### src/rtl/rcs_pkg.sv
package rcs_pkg;

  typedef enum logic {
    OP_RD = 1'b0,
    OP_WR = 1'b1
  } op_e;

  // Clamp a remaining-cycle value onto the 2-bit ready count.
  function automatic logic [1:0] sat_cnt(input int unsigned v);
    if (v >= 3) return 2'd3;
    return 2'(v);
  endfunction

endpackage

### src/rtl/rcs_rst_sync.sv
module rcs_rst_sync (
  input  logic clk,
  input  logic arst_n,
  output logic rst_n_o
);

  logic s0_q, s1_q;

  always_ff @(posedge clk or negedge arst_n) begin
    if (!arst_n) begin
      s0_q <= 1'b0;
      s1_q <= 1'b0;
    end else begin
      s0_q <= 1'b1;
      s1_q <= s0_q;
    end
  end

  assign rst_n_o = s1_q;

endmodule

### src/rtl/rcs_timer.sv
module rcs_timer #(
  parameter int LATENCY = 3,
  parameter int REM_W   = 2
) (
  input  logic       clk,
  input  logic       rst_n,
  input  logic       load_i,
  output logic [1:0] cnt_o,
  output logic       last_o
);
  import rcs_pkg::*;

  logic [REM_W-1:0] rem_q, rem_d;

  always_comb begin
    rem_d = rem_q;
    if (load_i)            rem_d = REM_W'(LATENCY);
    else if (rem_q != '0)  rem_d = rem_q - 1'b1;
  end

  always_ff @(posedge clk or negedge rst_n) begin
    if (!rst_n) rem_q <= '0;
    else        rem_q <= rem_d;
  end

  assign cnt_o  = sat_cnt(int'(rem_q));
  assign last_o = (rem_q == REM_W'(1));

endmodule

### src/rtl/rcs_hold_q.sv
module rcs_hold_q #(
  parameter int ADDR_W = 2,
  parameter int DATA_W = 16
) (
  input  logic              clk,
  input  logic              rst_n,
  input  logic              push_i,
  input  logic              pop_i,
  input  rcs_pkg::op_e      op_i,
  input  logic [ADDR_W-1:0] addr_i,
  input  logic [DATA_W-1:0] wdata_i,
  output logic              valid_o,
  output rcs_pkg::op_e      op_o,
  output logic [ADDR_W-1:0] addr_o,
  output logic [DATA_W-1:0] wdata_o
);
  import rcs_pkg::*;

  logic              vld_q, vld_d;
  op_e               op_q;
  logic [ADDR_W-1:0] addr_q;
  logic [DATA_W-1:0] wd_q;

  always_comb begin
    vld_d = vld_q;
    if (pop_i)  vld_d = 1'b0;
    if (push_i) vld_d = 1'b1;
  end

  always_ff @(posedge clk or negedge rst_n) begin
    if (!rst_n) begin
      vld_q  <= 1'b0;
      op_q   <= OP_RD;
      addr_q <= '0;
      wd_q   <= '0;
    end else begin
      vld_q <= vld_d;
      if (push_i) begin
        op_q   <= op_i;
        addr_q <= addr_i;
        wd_q   <= wdata_i;
      end
    end
  end

  assign valid_o = vld_q;
  assign op_o    = op_q;
  assign addr_o  = addr_q;
  assign wdata_o = wd_q;

endmodule

### src/rtl/rcs_regfile.sv
module rcs_regfile #(
  parameter int ADDR_W = 2,
  parameter int DATA_W = 16,
  parameter int BUS_W  = 32
) (
  input  logic              clk,
  input  logic              rst_n,
  input  logic              fin_i,
  input  rcs_pkg::op_e      op_i,
  input  logic [ADDR_W-1:0] addr_i,
  input  logic [DATA_W-1:0] wdata_i,
  output logic [BUS_W-1:0]  rdata_o
);
  import rcs_pkg::*;

  localparam int DEPTH = 1 << ADDR_W;

  logic [DEPTH-1:0][DATA_W-1:0] mem_q;
  logic [DEPTH-1:0]             we;
  logic [DATA_W-1:0]            rd_q;
  logic                         rd_en;

  for (genvar g = 0; g < DEPTH; g++) begin : g_we
    assign we[g] = fin_i && (op_i == OP_WR) && (addr_i == ADDR_W'(g));
  end

  assign rd_en = fin_i && (op_i == OP_RD);

  always_ff @(posedge clk or negedge rst_n) begin
    if (!rst_n) begin
      mem_q <= '0;
    end else begin
      for (int i = 0; i < DEPTH; i++) begin
        if (we[i]) mem_q[i] <= wdata_i;
      end
    end
  end

  always_ff @(posedge clk or negedge rst_n) begin
    if (!rst_n)     rd_q <= '0;
    else if (rd_en) rd_q <= mem_q[addr_i];
  end

  assign rdata_o = BUS_W'(rd_q);

endmodule

### src/rtl/rcnt_slave.sv
module rcnt_slave #(
  parameter int ADDR_W   = 2,
  parameter int DATA_W   = 16,
  parameter int BUS_W    = 32,
  parameter int LATENCY  = 3,
  parameter int RD_LEVEL = 3,
  parameter int WR_LEVEL = 2
) (
  input  logic              clk,
  input  logic              rst_n,
  input  logic              rd_i,
  input  logic              wr_i,
  input  logic [ADDR_W-1:0] addr_i,
  input  logic [BUS_W-1:0]  wdata_i,
  output logic [BUS_W-1:0]  rdata_o,
  output logic [1:0]        rdy_cnt_o,
  output logic [1:0]        rd_level_o,
  output logic [1:0]        wr_level_o,
  output logic              err_o
);
  import rcs_pkg::*;

  localparam int REM_W    = (LATENCY > 3) ? $clog2(LATENCY + 1) : 2;
  localparam bit ZERO_LAT = (LATENCY == 0);

  logic              srst_n;
  logic [1:0]        cnt;
  logic              last;
  logic              one_cmd, any_cmd, acc, direct, push, pop;
  op_e               new_op;
  logic [1:0]        lvl;
  logic [DATA_W-1:0] new_wd;

  logic              q_valid;
  op_e               q_op;
  logic [ADDR_W-1:0] q_addr;
  logic [DATA_W-1:0] q_wd;

  op_e               act_op, act_op_d;
  logic [ADDR_W-1:0] act_addr, act_addr_d;
  logic [DATA_W-1:0] act_wd, act_wd_d;
  logic              act_en;

  logic              fin;
  op_e               fin_op;
  logic [ADDR_W-1:0] fin_addr;
  logic [DATA_W-1:0] fin_wd;

  logic              err_q, err_d;

  rcs_rst_sync u_rst (.clk(clk), .arst_n(rst_n), .rst_n_o(srst_n));

  if (DATA_W < BUS_W) begin : g_drop_hi
    logic unused_hi;
    assign unused_hi = ^wdata_i[BUS_W-1:DATA_W];
  end

  // Command decode and admission against the pipeline level.
  assign new_wd  = wdata_i[DATA_W-1:0];
  assign one_cmd = rd_i ^ wr_i;
  assign any_cmd = rd_i | wr_i;
  assign new_op  = wr_i ? OP_WR : OP_RD;
  assign lvl     = (new_op == OP_WR) ? 2'(WR_LEVEL) : 2'(RD_LEVEL);
  assign acc     = one_cmd && !q_valid && (cnt < lvl);
  assign direct  = acc && (cnt < 2'd2);
  assign push    = acc && (cnt == 2'd2);
  assign pop     = q_valid;

  rcs_hold_q #(.ADDR_W(ADDR_W), .DATA_W(DATA_W)) u_hold (
    .clk(clk), .rst_n(srst_n), .push_i(push), .pop_i(pop),
    .op_i(new_op), .addr_i(addr_i), .wdata_i(new_wd),
    .valid_o(q_valid), .op_o(q_op), .addr_o(q_addr), .wdata_o(q_wd)
  );

  rcs_timer #(.LATENCY(LATENCY), .REM_W(REM_W)) u_timer (
    .clk(clk), .rst_n(srst_n), .load_i(act_en),
    .cnt_o(cnt), .last_o(last)
  );

  // Active command register: loaded from the port or from the hold slot.
  always_comb begin
    act_en     = direct | pop;
    act_op_d   = act_op;
    act_addr_d = act_addr;
    act_wd_d   = act_wd;
    if (direct) begin
      act_op_d   = new_op;
      act_addr_d = addr_i;
      act_wd_d   = new_wd;
    end else if (pop) begin
      act_op_d   = q_op;
      act_addr_d = q_addr;
      act_wd_d   = q_wd;
    end
  end

  always_ff @(posedge clk or negedge srst_n) begin
    if (!srst_n) begin
      act_op   <= OP_RD;
      act_addr <= '0;
      act_wd   <= '0;
    end else if (act_en) begin
      act_op   <= act_op_d;
      act_addr <= act_addr_d;
      act_wd   <= act_wd_d;
    end
  end

  // Completion: zero latency finishes on the command edge itself.
  if (ZERO_LAT) begin : g_fin_now
    assign fin      = direct;
    assign fin_op   = new_op;
    assign fin_addr = addr_i;
    assign fin_wd   = new_wd;
  end else begin : g_fin_late
    assign fin      = last;
    assign fin_op   = act_op;
    assign fin_addr = act_addr;
    assign fin_wd   = act_wd;
  end

  rcs_regfile #(.ADDR_W(ADDR_W), .DATA_W(DATA_W), .BUS_W(BUS_W)) u_rf (
    .clk(clk), .rst_n(srst_n), .fin_i(fin), .op_i(fin_op),
    .addr_i(fin_addr), .wdata_i(fin_wd), .rdata_o(rdata_o)
  );

  always_comb err_d = err_q | (any_cmd & ~acc);

  always_ff @(posedge clk or negedge srst_n) begin
    if (!srst_n) err_q <= 1'b0;
    else         err_q <= err_d;
  end

  assign rdy_cnt_o  = cnt;
  assign err_o      = err_q;
  assign rd_level_o = 2'(RD_LEVEL);
  assign wr_level_o = 2'(WR_LEVEL);

endmodule

### config.mk
export PLATFORM = sky130hd
export DESIGN_NAME = rcnt_slave
export DESIGN_NICKNAME = d
export VERILOG_FILES = /design/src/rtl/rcs_pkg.sv /design/src/rtl/rcs_rst_sync.sv /design/src/rtl/rcs_timer.sv /design/src/rtl/rcs_hold_q.sv /design/src/rtl/rcs_regfile.sv /design/src/rtl/rcnt_slave.sv
export SDC_FILE = /design/constraint.sdc
export NUM_CORES = 1
export LEC_CHECK = 0
export BUFFER_PORTS_ARGS = -buffer_cell sky130_fd_sc_hd__buf_2
export CORE_MARGIN = 4
export CORE_UTILIZATION = 55
export CTS_CLUSTER_SIZE = 20
export DETAILED_ROUTE_END_ITERATION = 10
export PLACE_DENSITY = 0.77
export SYNTH_ARGS = -nofsm -noshare
export SYNTH_HDL_FRONTEND = slang
export SYNTH_SLANG_ARGS = --single-unit
### constraint.sdc
create_clock -name clk -period 4.11 [get_ports clk]
set_input_delay 0.411 -clock clk [delete_from_list [all_inputs] [get_ports clk]]
set_output_delay 0.411 -clock clk [all_outputs]
set_load 0.1 [all_outputs]
==> results of run 1 <==
layout make-up:
type	count	area, sq um	share of cell area
sequential	124	3108	0.4919
multi-input combinational	231	2162	0.3422
clock buffer	24	480.5	0.07604
timing repair buffer	46	247.7	0.03921
tap	133	166.4	0.02634
clock inverter	7	135.1	0.02139
inverter	5	18.77	0.002970
metrics by stage:
| stage | worst slack, ns | hold WS [ns] |
|---|---|---|
| 2_1_floorplan | 0.3996 | 0.1154 |
| 3_3_place_gp | 1.531 | 0.1959 |
| 3_5_place_dp | 1.501 | 0.1973 |
| 4_1_cts | 1.485 | 0.1148 |
| 5_1_grt | 1.389 | 0.1163 |
| 6_report | 1.519 | 0.1374 |
placed cells by master, fill, tap and decap left out, types with 2 or more instances in the layout:
master     instances
o221ai_2          10
clkbuf_8           5
o221ai_1           6
bufinv_16          4
mux2i_1           32
dfrtp_1          122
clkinv_2           3
a22o_1            19
nand4b_4           2
conb_1            21
clkbuf_1           3
ha_1               5
mux2_2            80
clkbuf_16         16
buf_4              5
inv_1              5
nand2_1           19
mux2_1             3
a21o_1            19
buf_2             40
or2_2              2
cell families (layout without fill, tap and decap cells):
logic type / Yosys count / in the layout / share of synthesized area
buf+inv: 49 / 82 / 0.05937
flops: 124 / 124 / 0.5620
mux: 115 / 115 / 0.2273
fa+ha+maj: 5 / 5 / 0.01133
simple gates: 32 / 32 / 0.04056
other cells: 2 / 21 / 0.001360
xor+xnor: 1 / 1 / 0.001587
compound gates: 57 / 57 / 0.09653
how the worst max path moves through the flow:
stage | cells after the start | startpoint | slack [ns] | endpoint
CTS | 2 | act_addr[1] | 1.48 | u_rf.mem_q[56]
global placement | 2 | act_addr[1] | 1.53 | u_rf.mem_q[54]
detailed placement | 2 | act_addr[1] | 1.50 | u_rf.mem_q[56]
global route | 2 | act_addr[1] | 1.39 | u_rf.mem_q[56]
floorplan | 0 | u_rst.rst_n_o | 0.40 | act_addr[0]
finish | 2 | act_addr[1] | 1.52 | u_rf.mem_q[56]
repair_timing:
action	in CTS	in global routing
hold endpoints to repair	2	0
hold buffers	1	0
resized for setup	0	0
flip-flops by register name (all words and copies together), names as in the netlist:
signal,count
err_o,1
u_rf.rd_q,16
act_wd,16
u_rst.s0_q,1
u_hold.wdata_o,16
u_hold.op_o,1
u_rf.mem_q,64
u_timer.rem_q,2
act_addr,2
u_hold.valid_o,1
act_op,1
u_hold.addr_o,2
u_rst.rst_n_o,1
routing by layer:
metal,global-route usage,routed length [microns],up-vias
met2,0.2993,4788,84
li1,-,-,1433
met3,0.05075,541,15
met1,0.2526,4449,1587
met4,0.07574,171,0
met5,0,0,-
critical path, cell delays in order, from the launching register on:
cell     delay (ns)
dfrtp_2        1.12
nand4_2        0.83
mux2_2         0.52
power by group:
group          total, uW  internal (uW)  switching, uW
clock network       1540           1040            495
registers           2160           1720            446
logic               1970            723           1250
total               5670           3480           2190
==> results.md, run 1 <==
* Post-synth EDFFs at 0
* Initial detailed-routing violation count at 167
* Reg clk slew, reported paths at 0.05 ns
* Vias in the first global route at 3293
* Cell taking the most area after synthesis: dfrtp_1
* Synthesized cell area at 5522 sq um
* Die area at 11710 sq um
* Worst slew pin tran at 1.140 ns
* Total gr overflow at 0
* DR DRC count at 0
* Nets at 468
* Clock sinks at 124
* CP Capture Type: flop
* Reported max-cap violation count at 0
* First-pass GRT wire length at 16910 microns
* Routed WL per cell at 17.46 microns
* Worst hold stages at 2
* H-tree Lvls at 4
* Core Box Area at 9774 sq um
* Fillers at 726
* DP Area at 5693 sq um
* VDD IR max at 0.5857 mV
* R2R depth at 2
* IO buf count at 40
* Via count at 3119
* Placed cells at 538
* Final core occ at 0.6464
* P_leak at 0.003178 uW
* Async SR Flop Fraction at 1.000
* Hold EP: u_hold.wdata_o[9]
* Post-route cell area at 6319 sq um
* TritonRoute pass-1 iters at 4
* Worst R2R Start: act_addr[1]
* Syn. warnings at 0
* Routability cong. at 0.7335
* Reg2reg end: u_rf.mem_q[56]
* Rel. slew slack at 0.2398
* Fin crit share at 0.6303
* Register area share after synthesis at 0.5620
* Chip width at 108.2 microns
* Required @ worst endpoint at 4.51 ns
* Post-CTS setup buffers at 0
* Fin cells at 570
* DP HPWL at 6175 microns
* Crit path arrival time at 2.99 ns
* Layout area overhead at 14.43%
* Rows at 36
* Longest Clk Path Bufs at 2
* Most frequent cell after synthesis: dfrtp_1
* TNS Setup at 0 ns
* Netlist cell types at 32
* Post-synth top cells: dfrtp_1, mux2_2, mux2i_1
* Ports at 77
* CTS tree: built
* Post-route minimum period at 2.591 ns
* Worst-Skew Late Latency at 0.52 ns
* Vias per cell at 5.472
* Share of cells above drive strength 1 at 0.3959
* Routed WL at 9950 microns
* Reg-to-reg slack, setup at 1.52 ns
* Final hold vios at 0
* Cells after Synth at 385
* Final setup vio count at 0
* GRT Resource Usage Total at 0.1900
* Top cell type's share of synthesized area at 0.5620
* CP Class: reg -> reg
* Unrepaired setup endpoints after global routing: false
* Synth Register Bits at 124
* Antenna diodes at 0
* Avg Cell Area, Syn at 14.34 sq um
* Largest net degree at the start of global routing at 68
* CTS Buf Count at 17
* Final Total Pwr at 5674 uW
* Status: finished clean
* Startpoint types: flop
* Ys flop type: dfrtp_1
* Hold_sp: wdata_i[9]
* Pins over their slew limit at 0
* Starting Density at 0.5649
* Antenna-violating nets left at 0
* Chip height at 108.2 microns
* Clk root buf: clkbuf_8
* Initial antenna violation count at 0
* CP max FO at 37
* Synth area leaders: dfrtp_1, mux2_2, mux2i_1
* Pwr/cell area at 897.9 nW/um^2
* HP Class: in -> reg
* Fmax at 386.0 MHz
* Clock skew at 0.005876 ns
(Power assumes the default switching activity.)
==> run 2: changes to the inputs <==
==> constraint.sdc (replaced) <==
create_clock -name clk -period 2.5 [get_ports clk]
set_input_delay 0.25 -clock clk [delete_from_list [all_inputs] [get_ports clk]]
set_output_delay 0.25 -clock clk [all_outputs]
set_load 0.1 [all_outputs]
==> run 2 against run 1 <==
Against the previous run: routed wire length grew 5.1%; clock-buffer cell count grew 1; register-to-register slack got worse by 1.2 ns; final cell count rose by 4.7%; non-clock buffer count is 26 higher; critical path depth increased by 2; total power rose by 62%; cell area is 3.3% higher; sequential power up 60%; first-iteration DRC count decreased by 25%; via count grew 3.1%.
==> results.md, run 2 (synthesis gave the netlist of run 1 again) <==
* Worst-Skew Late Latency at 0.51 ns
* Routability cong. at 0.7685
* Unrepaired setup endpoints after global routing: false
* Initial antenna violation count at 0
* Vias in the first global route at 3377
* Critical path startpoint: u_timer.rem_q[1]
* Share of cells above drive strength 1 at 0.3901
* Nets at 494
* Register name with the most flops: u_rf.mem_q
* Vias per cell at 5.387
* Antenna-violating nets left at 0
* Crit-path cells: inv_1, ha_1, nand4_2, mux2_2
* Final hold vios at 0
* Commonest non-fill, non-tap cell in the layout: dfrtp_1
* Routed WL at 10460 microns
* CP Class: reg -> reg
* IO buf count at 40
* Reported max-cap violation count at 0
* Initial detailed-routing violation count at 126
* CTS Buf Count at 17
* Fin crit share at 0.8891
* Uppermost layer routed: met4
* Final Total Pwr at 9205 uW
* DP Area at 5766 sq um
* Worst slew pin tran at 0.7584 ns
* Post-route cell area at 6528 sq um
* First-pass GRT wire length at 17370 microns
* CTS tree: built
* Rel. slew slack at 0.4944
* Antenna diodes at 0
* Fillers at 712
* Reg clk slew, reported paths at 0.06 ns
* Critical path's largest stage delay at 0.62 ns
* Worst R2R Start: u_timer.rem_q[1]
* Required @ worst endpoint at 2.89 ns
* Ports at 77
* VDD IR max at 1.148 mV
* Reg-to-reg slack, setup at 0.28 ns
* Routed WL per cell at 17.52 microns
* GRT Resource Usage Total at 0.1959
* Total gr overflow at 0
* Crit path arrival time at 2.61 ns
* Starting Density at 0.5649
* Startpoint types: flop
* Clock sinks at 124
* Longest Clk Path Bufs at 2
* Clock skew at 0.006720 ns
* DR DRC count at 0
* P_leak at 0.003272 uW
* CP max FO at 16
* Fmax at 449.9 MHz
* TritonRoute pass-1 iters at 4
* Status: finished clean
* Clk root buf: clkbuf_8
* Core Box Area at 9774 sq um
* Reg2reg end: u_rf.mem_q[49]
* Hold_buf cts at 19
* Rows at 36
* Met1 wire length at 4733 microns
* CP Capture Type: flop
* R2R depth at 4
* TNS Setup at 0 ns
* H-tree Lvls at 4
* Number of flip-flops in the largest register at 64
* DR WL met3 at 355 microns
* Final setup vio count at 0
* Layout area overhead at 18.22%
* Worst setup path endpoint: u_rf.mem_q[49]
* Via count at 3216
* DP HPWL at 6346 microns
* Pwr/cell area at 1410 nW/um^2
* Chip width at 108.2 microns
* Pins over their slew limit at 0
* Post-route minimum period at 2.223 ns
* Die area at 11710 sq um
* Chip height at 108.2 microns
* WL met2 at 5287 microns
* HP Class: in -> reg
* Hold Slack at 0.03508 ns
* Post-CTS Resized at 0
* Crit path max-delay cell type: nand4_2
* Most frequent cells in the layout: dfrtp_1, mux2_2, buf_2
* Largest net degree at the start of global routing at 59
* Post-CTS setup buffers at 0
run 2: cell count changes in the layout (fill, tap and decap cells not counted):
cell | previous run | this run
buf_4 | 5 | 12
bufinv_16 | 4 | 2
dlygate4sd3_1 | 1 | 19
buf_12 | 0 | 1
clkinv_2 | 3 | 4
clkinvlp_4 | 0 | 1
clkbuf_1 | 3 | 4
run 2: critical path, delay by kind of cell, from the launching register on:
| family | cells | cell delay, ns |
|---|---|---|
| DFF | 1 | 0.46 |
| buffers and inverters | 1 | 0.11 |
| adders and majority gates | 1 | 0.41 |
| and+or+nand+nor | 1 | 0.62 |
| muxes | 1 | 0.50 |
run 2: routing by layer:
layer,global-route usage,up-vias
met4,0.05410,0
li1,-,1487
met5,0,-
met2,0.3268,58
met1,0.2504,1665
met3,0.05791,6
run 2: cell type report:
type	instances	area, sq um	share of cell area
repair buffers	72	500.5	0.07667
clock buffers	25	484.2	0.07418
flip-flops and latches	124	3108	0.4761
multi-input cells	231	2162	0.3312
clock inverters	7	87.58	0.01342
inverters	5	18.77	0.002875
well taps	133	166.4	0.02549
run 2: worst min path at each step:
stage               start            end  slack [ns]  cells past startpoint
floorplan           rst_n  u_rst.rst_n_o       -0.05                      0
global placement    rst_n     u_rst.s0_q        0.03                      1
detailed placement  rst_n     u_rst.s0_q        0.04                      1
CTS                  wr_i    u_hold.op_o        0.01                      2
global route         wr_i    u_hold.op_o        0.03                      2
finish               wr_i    u_hold.op_o        0.04                      2
run 2: report_power, final:
group	total, uW	switching (uW)	internal, uW
clock network	2320	804	1520
registers	3450	621	2830
logic	3440	2200	1230
run 2: per-stage QoR:
stage | utilization | std cells | setup slack, ns
global route | 0.6678 | 597 | 0.1927
floorplan | - | 404 | 0.4329
finish | 0.6678 | 597 | 0.2774
CTS | 0.6678 | 597 | 0.2855
global placement | 0.5899 | 546 | 0.3455
detailed placement | 0.5899 | 546 | 0.2893
==> run 3: changes to the inputs <==
==> constraint.sdc (replaced) <==
create_clock -name clk -period 2.35 [get_ports clk]
set_input_delay 0.235 -clock clk [delete_from_list [all_inputs] [get_ports clk]]
set_output_delay 0.235 -clock clk [all_outputs]
set_load 0.1 [all_outputs]
==> run 3 against run 2 <==
Against the previous run: final cell count shrank 0.17%; clock-buffer cell count down 7; clock power rose by 25%; routed wire length is 0.83% lower; critical path depth is the same; flip-flop and latch count is the same; non-clock buffer count shrank 1; register-to-register slack lost 0.13 ns; critical endpoint is now u_rf.mem_q[59].
==> results.md, run 3 (synthesis gave the netlist of run 1 again) <==
* CTS tree: built
* Combinational group share of total power at 0.359
* Rows at 36
* Largest net degree at the start of global routing at 66
* First-pass GRT wire length at 17660 microns
* Worst-Skew Late Latency at 0.51 ns
* Ports at 77
* Initial antenna violation count at 0
* Reported max-cap violation count at 0
* Chip width at 108.2 microns
* DR DRC count at 0
* GRT Resource Usage Total at 0.1959
* Number of flip-flops in the largest register at 64
* Starting Density at 0.5649
* Rel. slew slack at 0.5478
* Chip height at 108.2 microns
* Crit path max-delay cell type: nand4_2
* Internal at 6293 uW
* CP Capture Type: flop
* DP HPWL at 6254 microns
* Final Total Pwr at 10230 uW
* Via count at 3255
* Crit path arrival time at 2.60 ns
* Fmax at 453.1 MHz
* Vias in the first global route at 3533
* Critical path's largest stage delay at 0.61 ns
* Pwr/cell area at 1543 nW/um^2
* IO buf count at 40
* Crit-path cells: inv_1, ha_1, nand4_2, mux2_2
* Reg clk slew, reported paths at 0.06 ns
* HP Class: in -> async
* Most frequent cells in the layout: dfrtp_1, mux2_2, buf_2
* TNS Setup at 0 ns
* Post-CTS setup buffers at 0
* Sw frac at 0.3848
* Final setup vio count at 0
* CP Class: reg -> reg
* Final hold vios at 0
* CTS Buf Count at 17
* Clk root buf: clkbuf_8
* Core Box Area at 9774 sq um
* Routability cong. at 0.7633
* Sw power at 3937 uW
* Status: finished clean
* Clock sinks at 124
* Unrepaired setup endpoints after global routing: false
* Clk pwr share at 0.283
* Routed WL at 10380 microns
* Share of cells above drive strength 1 at 0.3974
* Commonest non-fill, non-tap cell in the layout: dfrtp_1
* Initial detailed-routing violation count at 137
* Post-route minimum period at 2.207 ns
* Worst path top cell family by delay: simple AND/OR/NAND/NOR gates
* Vias per cell at 5.461
* Required @ worst endpoint at 2.74 ns
* Antenna-violating nets left at 0
* H-tree Lvls at 4
* Antenna diodes at 0
* Register name with the most flops: u_rf.mem_q
* Layout area overhead at 20.05%
* Startpoint types: flop
* Buf+Inv Stages, Crit Path at 1
* TritonRoute pass-1 iters at 4
* Seq pwr share at 0.357
* Die area at 11710 sq um
* P_leak at 0.003309 uW
* CP max FO at 16
* Fin crit share at 0.9392
* Post-CTS Resized at 0
* Pins over their slew limit at 0
* Worst slew pin tran at 0.6766 ns
* Total gr overflow at 0
* Longest Clk Path Bufs at 2
* Nets at 493
* Hold_buf cts at 19
* Routed WL per cell at 17.41 microns
* Clock skew at 0.008470 ns
* VDD IR max at 1.018 mV
==> run 3: path summary, 6_finish.rpt <==
kind	startpoint	to	slack (ns)	cells after the start
min in group clk	wr_i	u_hold.op_o	0.05	2
max reg2reg	u_timer.rem_q[1]	u_rf.mem_q[59]	0.14	4
max in group asynchronous	u_rst.rst_n_o	u_rf.mem_q[43]	1.35	1
min reg2reg	u_rst.rst_n_o	u_hold.wdata_o[10]	0.29	0
max	u_timer.rem_q[1]	u_rf.mem_q[59]	0.14	4
min	rst_n	u_rst.rst_n_o	0.03	2
==> run 3: final cells by class <==
| cell class | count | area [sq um] |
|---|---|---|
| timing repair buffer | 71 | 505.5 |
| clock buffer | 18 | 427.9 |
| clock inverter | 14 | 240.2 |
| tap | 133 | 166.4 |
| inverter | 5 | 18.77 |
| sequential | 124 | 3108 |
| fill | 676 | 3146 |
| multi-input combinational | 231 | 2162 |
==> run 3: metal layers <==
layer / part of all wire / GRT usage
met1: 0.45 / 0.2595
met2: 0.49 / 0.3166
met3: 0.042 / 0.04478
met4: 0.012 / 0.07484
met5: 0 / 0
==> run 3: through the flow <==
stage	hold slack (ns)	util	area, sq um	worst slack, ns	cells
after floorplan	-0.06059	-	5594	0.2829	404
after global placement	0.01954	0.5904	5771	0.2329	545
after detailed placement	0.02237	0.5904	5771	0.1704	545
after CTS	0.01582	0.6782	6629	0.1544	596
after global routing	0.03496	0.6782	6629	0.08049	596
final	0.03173	0.6782	6629	0.1428	596
==> run 3: power by group through the flow <==
stage / clock, uW / sequential (uW) / combinational [uW]
2_1_floorplan: 0 / 4390 / 2280
3_3_place_gp: 0 / 3600 / 3570
3_5_place_dp: 0 / 3670 / 3650
4_1_cts: 2940 / 3660 / 3710
5_1_grt: 3040 / 3780 / 3940
6_report: 2900 / 3660 / 3670
